<file path="config.mk">
export PLATFORM = sky130hd
export DESIGN_NAME = pcipar_err_report
export DESIGN_NICKNAME = d
export VERILOG_FILES = /design/src/rtl/pcipar_pkg.sv /design/src/rtl/pcipar_cmd_reg.sv /design/src/rtl/pcipar_gen.sv /design/src/rtl/pcipar_check.sv /design/src/rtl/pcipar_err_report.sv
export SDC_FILE = /design/constraint.sdc
export NUM_CORES = 1
export LEC_CHECK = 0
export ABC_AREA = 1
export ABC_CLOCK_PERIOD_IN_PS = 1200
export BUFFER_PORTS_ARGS = -buffer_cell sky130_fd_sc_hd__buf_4
export CAP_MARGIN = 30
export CORE_AREA = 3 3 68 70
export CTS_BUF_LIST = sky130_fd_sc_hd__clkbuf_8
export DETAILED_ROUTE_END_ITERATION = 8
export DIE_AREA = 0 0 71 73
export PLACE_DENSITY = 0.71
export SETUP_SLACK_MARGIN = 0.1
export SLEW_MARGIN = 25
export SYNTH_ARGS = -nofsm -noshare
export SYNTH_HDL_FRONTEND = slang
export SYNTH_SLANG_ARGS = --single-unit
</file>
<file path="constraint.sdc">
create_clock -name clk -period 1.2 [get_ports clk]
set_clock_uncertainty 0.2 [all_clocks]
set_input_delay 0.18 -clock clk [delete_from_list [all_inputs] [get_ports clk]]
set_output_delay 0.18 -clock clk [all_outputs]
set_load 0.05 [all_outputs]
</file>
<file path="src/rtl/pcipar_pkg.sv">
package pcipar_pkg;
    localparam int AD_W    = 32;
    localparam int BE_W    = 4;
    localparam int CMD_W   = 16;
    localparam int SERR_EN_BIT = 8;
    localparam int RESP_EN_BIT = 6;

    typedef enum logic [1:0] {
        PH_NONE = 2'd0,
        PH_ADDR = 2'd1,
        PH_DATA = 2'd2
    } phase_e;

    typedef struct packed {
        phase_e kind;
        logic   tgt;
        logic   expect_par;
    } phase_rec_t;

    typedef struct packed {
        logic   hit;
        phase_e kind;
        logic   tgt;
    } mismatch_t;

    typedef struct packed {
        logic serr_en;
        logic resp_en;
    } cmd_en_t;

    function automatic logic even_par(input logic [AD_W-1:0] a, input logic [BE_W-1:0] b);
        return ^{a, b};
    endfunction
endpackage

</file>
<file path="src/rtl/pcipar_cmd_reg.sv">
module pcipar_cmd_reg
    import pcipar_pkg::*;
#(
    parameter int W = CMD_W
) (
    input  logic         clk,
    input  logic         rst,
    input  logic         we,
    input  logic [W-1:0] wdata,
    output logic [W-1:0] rdata,
    output cmd_en_t      en
);
    cmd_en_t en_q;

    always_ff @(posedge clk) begin
        if (rst) begin
            en_q <= '0;
        end else if (we) begin
            en_q.serr_en <= wdata[SERR_EN_BIT];
            en_q.resp_en <= wdata[RESP_EN_BIT];
        end
    end

    always_comb begin
        rdata = '0;
        rdata[SERR_EN_BIT] = en_q.serr_en;
        rdata[RESP_EN_BIT] = en_q.resp_en;
    end

    assign en = en_q;
endmodule

</file>
<file path="src/rtl/pcipar_gen.sv">
module pcipar_gen
    import pcipar_pkg::*;
#(
    parameter int AW = AD_W,
    parameter int BW = BE_W
) (
    input  logic          clk,
    input  logic          rst,
    input  logic [AW-1:0] ad,
    input  logic [BW-1:0] cbe_n,
    input  logic          drive_en,
    output logic          par_out,
    output logic          par_oe
);
    always_ff @(posedge clk) begin
        if (rst) begin
            par_out <= 1'b0;
            par_oe  <= 1'b0;
        end else begin
            par_out <= ^{ad, cbe_n};
            par_oe  <= drive_en;
        end
    end
endmodule

</file>
<file path="src/rtl/pcipar_check.sv">
module pcipar_check
    import pcipar_pkg::*;
#(
    parameter int AW = AD_W,
    parameter int BW = BE_W
) (
    input  logic          clk,
    input  logic          rst,
    input  logic [AW-1:0] ad,
    input  logic [BW-1:0] cbe_n,
    input  logic          addr_vld,
    input  logic          data_vld,
    input  logic          as_target,
    input  logic          par_in,
    output mismatch_t     mis
);
    phase_rec_t held_q;
    phase_e     kind_now;

    always_comb begin
        if (addr_vld)      kind_now = PH_ADDR;
        else if (data_vld) kind_now = PH_DATA;
        else               kind_now = PH_NONE;
    end

    always_ff @(posedge clk) begin
        if (rst) begin
            held_q <= '{kind: PH_NONE, tgt: 1'b0, expect_par: 1'b0};
        end else begin
            held_q.kind       <= kind_now;
            held_q.tgt        <= as_target;
            held_q.expect_par <= ^{ad, cbe_n};
        end
    end

    always_comb begin
        mis.kind = held_q.kind;
        mis.tgt  = held_q.tgt;
        mis.hit  = (held_q.kind != PH_NONE) && (par_in != held_q.expect_par);
    end
endmodule

</file>
<file path="src/rtl/pcipar_err_report.sv">
module pcipar_err_report
    import pcipar_pkg::*;
#(
    parameter int AW = AD_W,
    parameter int BW = BE_W,
    parameter int CW = CMD_W
) (
    input  logic          clk,
    input  logic          rst,
    input  logic          cmd_we,
    input  logic [CW-1:0] cmd_wdata,
    output logic [CW-1:0] cmd_rdata,
    input  logic          wdpe_en,
    input  logic          det_clr,
    output logic          det_flag,
    input  logic [AW-1:0] ad,
    input  logic [BW-1:0] cbe_n,
    input  logic          par_in,
    input  logic          drive_en,
    input  logic          addr_vld,
    input  logic          data_vld,
    input  logic          as_target,
    output logic          par_out,
    output logic          par_oe,
    output logic          perr_n,
    output logic          serr_n
);
    cmd_en_t   en;
    mismatch_t mis;
    logic      perr_fire;
    logic      serr_fire;

    pcipar_cmd_reg #(.W(CW)) u_cmd (
        .clk   (clk),
        .rst   (rst),
        .we    (cmd_we),
        .wdata (cmd_wdata),
        .rdata (cmd_rdata),
        .en    (en)
    );

    pcipar_gen #(.AW(AW), .BW(BW)) u_gen (
        .clk      (clk),
        .rst      (rst),
        .ad       (ad),
        .cbe_n    (cbe_n),
        .drive_en (drive_en),
        .par_out  (par_out),
        .par_oe   (par_oe)
    );

    pcipar_check #(.AW(AW), .BW(BW)) u_chk_pipe (
        .clk       (clk),
        .rst       (rst),
        .ad        (ad),
        .cbe_n     (cbe_n),
        .addr_vld  (addr_vld),
        .data_vld  (data_vld),
        .as_target (as_target),
        .par_in    (par_in),
        .mis       (mis)
    );

    always_comb begin
        perr_fire = mis.hit && (mis.kind == PH_DATA) && en.resp_en;
        serr_fire = 1'b0;
        if (mis.hit && en.resp_en && en.serr_en) begin
            if (mis.kind == PH_ADDR)
                serr_fire = 1'b1;
            else if (mis.kind == PH_DATA && mis.tgt && wdpe_en)
                serr_fire = 1'b1;
        end
    end

    always_ff @(posedge clk) begin
        if (rst) begin
            perr_n   <= 1'b1;
            serr_n   <= 1'b1;
            det_flag <= 1'b0;
        end else begin
            perr_n <= ~perr_fire;
            serr_n <= ~serr_fire;
            if (mis.hit)
                det_flag <= 1'b1;
            else if (det_clr)
                det_flag <= 1'b0;
        end
    end
endmodule

</file>
==> impl_metrics.ini, run 1 <==
[status]
status = finished with violations
violations = negative setup slack

[global_route]
antenna_found_initial = 0
grt_pass1_wl_um = 5530
grt_pass1_vias = 1439
grt_remaining_overflow = 0
track_usage_pct = 12.8
grt_max_degree = 7

[floorplanning]
placementRows = 23
chipWidth_um = 71
start_util_pct = 33.1
core_um2 = 4030
pin_count = 83
dieArea_um2 = 5180
die_y_um = 73

[drt]
vias_per_cell = 4.17
vias = 1665
drtIter0Drc = 30
drc_errors = 0
final_antenna_net_count = 0
drt_pre_antenna_iters = 4
wl_per_cell_um = 8.32
routed_wl_um = 3320

[logic_synthesis]
ys_top_cells_by_count = nand2_1, inv_1, buf_4
yosysTopAreaCellShare_pct = 47.9
synth_seq_cells = 10
synthCells = 279
yosys.area_share.simple_pct = 59.3
synth_adder_area_share_pct = 0
synth_area_leaders = nand2_1, dfxtp_1, inv_1, buf_4, nand2_2
ys_seq_area_share_pct = 15.0
synth.most_common_cell = nand2_1
synth_top_area_cell = nand2_1
synth.distinct_cells = 15
synth-compound-area-share_pct = 2.44
synth-edff-count = 0
ys_async_sr_fraction_pct = 0
synth.area.mux_share_pct = 0
netlist_area_um2 = 1330
synth_ff_type = dfxtp_1
syn_avg_cell_area_um2 = 4.78
synth_warnings = 0
synth_top_family_by_area = simple AND/OR/NAND/NOR gates
synthXorXnorAreaFrac_pct = 2.63

[clock_tree]
cts_buffer_depth = 2
clock_sinks = 10
cts_tree = built
clk_latency_ps = 230
cts_made_buffers = 3
cts-htree-levels = 1
path_clk_slew_ps = 50
cts_root_buffer = clkbuf_8

[sta]
setup_viol = 1
finalHoldViolations = 0
rsz0062_at_grt = yes
period_share_pct = 102
fmax_mhz = 819
fin_ws_ps = -20.3
slew_violations = 0
fin_crit_ps = 1220

[critical_path]
cp_data_arrival_time_ps = 1150
critPathMaxFanout = 3
critPathKind = in2reg
cpPeakStageDelay_ps = 140
critPathTopFamily = simple AND/OR/NAND/NOR gates
path_cells = buf_4 -> inv_2 -> nand2_1 -> nand2_2 -> nand2_1 -> nand2_1 -> nand2_1 -> nand2_2 -> nand2_1 -> nand2_1 -> nand2_2 -> a21oi_2 -> nor2_2
worst_setup_path_start_kind = primary input
required_ps = 1130
end_kind = register
crit_buf_inv = 2
crit_slowest_cell = a21oi_2
cp_common_cell = nand2_1

[placed_design]
hpwl_um = 2550
place_congestion = 0.745
placed_area_um2 = 1780
numPortBuffers = 54
dp_slack_ps = -303

[layout]
syn2layout_area_growth_pct = 69.8
seqCellArea_um2 = 211
multi_input_area_um2 = 1120
nFillCells = 413
nets = 412
num_antenna_cells = 0
postLayoutCellArea_um2 = 2260
final_layout_size_suffix_gt1_share_pct = 51.9

[pwr]
vdd_drop_max_v = 0.000297
p_leak_nw = 1.32
power_density_nw_per_um2 = 735

[flow_run]
drv_cap = 0

[min_path]
hold_class = in2reg
## sequential cells by signal (all words and copies together) (netlist names)
register / count
u_chk_pipe.mis: 3
u_cmd.en: 2
det_flag: 1
u_gen.par_out: 1
u_gen.par_oe: 1
perr_n: 1
serr_n: 1
## layer usage
layer | global-route usage, % | share of wire [%]
met1 | 14.4 | 38
met3 | 1.93 | 5.5
met2 | 23.7 | 56
met5 | 0 | 0
met4 | 5.64 | 1.1
## cells in the final DEF, fill, tap and decap left out, drive strengths merged
master and count:
o21ai 3, inv 45, nand3 6, a21oi 2, nand2 179, xnor2 4
o21a 1, dfxtp 10, conb 14, nor2 15, dlygate4sd3 7, buf 59
dlymetal6s4s 1, clkbuf 3
## cell type report
cell class | count | share of cell area (%)
Sequential cell | 10 | 9.35
Clock buffer | 3 | 1.83
Multi-Input combinational cell | 224 | 49.7
Tap cell | 50 | 2.77
Clock inverter | 1 | 0.166
Inverter | 44 | 8.52
Timing Repair Buffer | 67 | 27.7
## where the power goes
group,total [W],switching [W],internal [W]
Sequential,0.000378,0.0000187,0.000359
Combinational,0.000937,0.000547,0.000391
Clock,0.000348,0.000125,0.000223
Total,0.00166,0.000690,0.000973
## through the flow
stage | power, W | cells | utilization [%] | setup TNS, ps | hold slack [ps]
after floorplan | 0.000904 | 292 | - | -37.3 | 41.7
after global placement | 0.00109 | 383 | 44.3 | -267 | 149
after detailed placement | 0.00110 | 383 | 44.3 | -303 | 152
after CTS | 0.00157 | 397 | 51.7 | -8.59 | 4.10
after global routing | 0.00180 | 399 | 56.1 | -128 | 20.6
final | 0.00166 | 399 | 56.1 | -20.3 | 18.4
## worst min-delay path: stages
cell	delay (ps)
buf_4	90
o21ai_0	70
nor2_1	70
## timing repair
item	in CTS	in global routing
gates cloned	0	0
setup endpoints to repair	9	12
pin swaps	46	54
hold buffers	7	2
setup buffers	3	1
gates resized for setup	59	66
hold endpoints to repair	6	5
## cells by family after synthesis
kind of cell | Yosys count
buffers and inverters | 58
AO/OA/AOI/OAI | 6
AND/OR/NAND/NOR | 200
flip-flops | 10
other | 1
XOR/XNOR | 4
## final timing paths
check | from | to | slack, ps | cells past startpoint
setup / recovery | ad[22] | u_gen.par_out | -20 | 13
hold / removal | cmd_we | u_cmd.en[0] | 20 | 3
hold reg to reg | u_chk_pipe.mis[1] | perr_n | 300 | 2
setup reg to reg | u_gen.par_out | serr_n | 130 | 5
Power figures use the tool's default switching activity.
==> inputs of run 2 (changes only) <==
CORE_AREA = 3 3 62 64   (was 3 3 68 70)
DIE_AREA = 0 0 65 67   (was 0 0 71 73)
PLACE_DENSITY = 0.83   (was 0.71)
==> impl_metrics.ini, run 2 (synthesis results as in run 1) <==
[sta]
fin_ws_ps = -85.8
setup_viol = 1
fin_crit_ps = 1290
period_share_pct = 107
finalHoldViolations = 0
slew_violations = 0
hold_ws_ps = 8.47
fmax_mhz = 778
rsz0062_at_grt = yes

[layout]
nets = 410
postLayoutCellArea_um2 = 2300
largest_reg_flops = 3
num_antenna_cells = 0
syn2layout_area_growth_pct = 72.8
nFillCells = 306
final_common_cell = nand2_1
final_cell_mix = nand2_1, nand2_2, buf_4
final_layout_size_suffix_gt1_share_pct = 53.9

[clock_tree]
cts_root_buffer = clkbuf_8
cts-htree-levels = 1
clk_latency_ps = 240
cts_buffer_depth = 2
clock_sinks = 10
cts_tree = built
cts_made_buffers = 3
path_clk_slew_ps = 50

[critical_path]
critPathTopFamily = simple AND/OR/NAND/NOR gates
path_cells = buf_4 -> nand2_1 -> nand2_2 -> inv_2 -> nand2_2 -> nand2_1 -> nand2_1 -> nand2_2 -> nand2_1 -> nand2_1 -> nand2_2 -> a21oi_2 -> nor2_2
cp_data_arrival_time_ps = 1220
cp_common_cell = nand2_1
worst_setup_path_start_kind = primary input
end_kind = register
required_ps = 1140
critPathKind = in2reg
crit_slowest_cell = a21oi_2
crit_buf_inv = 2
critPathMaxFanout = 3
cpPeakStageDelay_ps = 150

[drt]
drtIter0Drc = 47
final_antenna_net_count = 0
routed_wl_um = 3990
drc_errors = 0
vias_per_cell = 4.49
vias = 1763
wl_per_cell_um = 10.2
drt_pre_antenna_iters = 4

[global_route]
grt_remaining_overflow = 0
antenna_found_initial = 0
track_usage_pct = 16.2
grt_max_degree = 7
grt_pass1_vias = 1577
grt_pass1_wl_um = 5710

[pwr]
p_leak_nw = 1.33
vdd_drop_max_v = 0.000363
power_density_nw_per_um2 = 774
p_total_w = 0.00178

[placed_design]
place_congestion = 0.795
placed_area_um2 = 1770
numPortBuffers = 54
hpwl_um = 2650

[floorplanning]
start_util_pct = 39.9
core_um2 = 3340
placementRows = 21
dieArea_um2 = 4360
die_y_um = 67
chipWidth_um = 65
pin_count = 83

[status]
status = finished with violations
violations = negative setup slack

[min_path]
hold_class = in2reg

[flow_run]
drv_cap = 0
-- run 2: cell types whose count changed in the layout (fill, tap and decap cells not counted), moves of 3 or more --
| cell | change |
|---|---|
| buf_4 | -5 |
| inv_1 | -5 |
| nand2_1 | +5 |
| nand2_2 | -5 |
| buf_8 | +4 |
| nor2_1 | -4 |
| nor2_2 | +3 |
-- run 2: stage by stage --
| stage | worst slack [ps] | utilization [%] | cells | setup TNS [ps] |
|---|---|---|---|---|
| CTS | -9.93 | 60.4 | 392 | -9.93 |
| finish | -85.8 | 69.0 | 393 | -85.8 |
| detailed placement | -295 | 53.1 | 378 | -295 |
| floorplan | -37.3 | - | 292 | -37.3 |
| global route | -142 | 69.0 | 393 | -142 |
| global placement | -256 | 53.1 | 378 | -256 |
-- run 2: path summary, 6_finish.rpt --
path                     startpoint  slack, ps  cells after the start             to
hold / removal               cmd_we          8                      3    u_cmd.en[0]
setup / recovery           cbe_n[0]        -90                     13  u_gen.par_out
setup reg to reg      u_gen.par_out        100                      5         serr_n
hold reg to reg   u_chk_pipe.mis[1]        270                      2         perr_n
-- run 2: layer usage --
layer,part of all wire [%],global-route usage [%],vias up
met4,2.8,5.54,0
met1,34,14.8,781
li1,-,-,922
met3,3.3,2.02,11
met5,0,0,-
met2,60,35.2,49
-- run 2: where the power goes --
part           internal [W]  leakage [nW]  total [W]  switching [W]
clock              0.000290        0.0288   0.000440       0.000150
sequential         0.000359        0.0840   0.000380      0.0000207
combinational      0.000395          1.22   0.000963       0.000567
-- run 2: worst min-delay path, stage by stage --
cell and delay, ps:
buf_4 90, o21ai_0 70, nor2_1 70
-- run 2: layout make-up --
type	count	area, µm²	share of cell area [%]
Tap cell	46	57.6	2.50
Timing Repair Buffer	65	641	27.8
Clock buffer	4	55.1	2.39
Inverter	44	198	8.59
Multi-Input combinational cell	224	1140	49.4
Sequential cell	10	214	9.29
-- run 2: what timing repair did --
item,CTS,global route
resized for setup,30,113
hold buffers,8,0
setup buffers,2,1
pin swaps,25,79
hold endpoints to repair,7,0
endpoints found under the setup margin,9,13
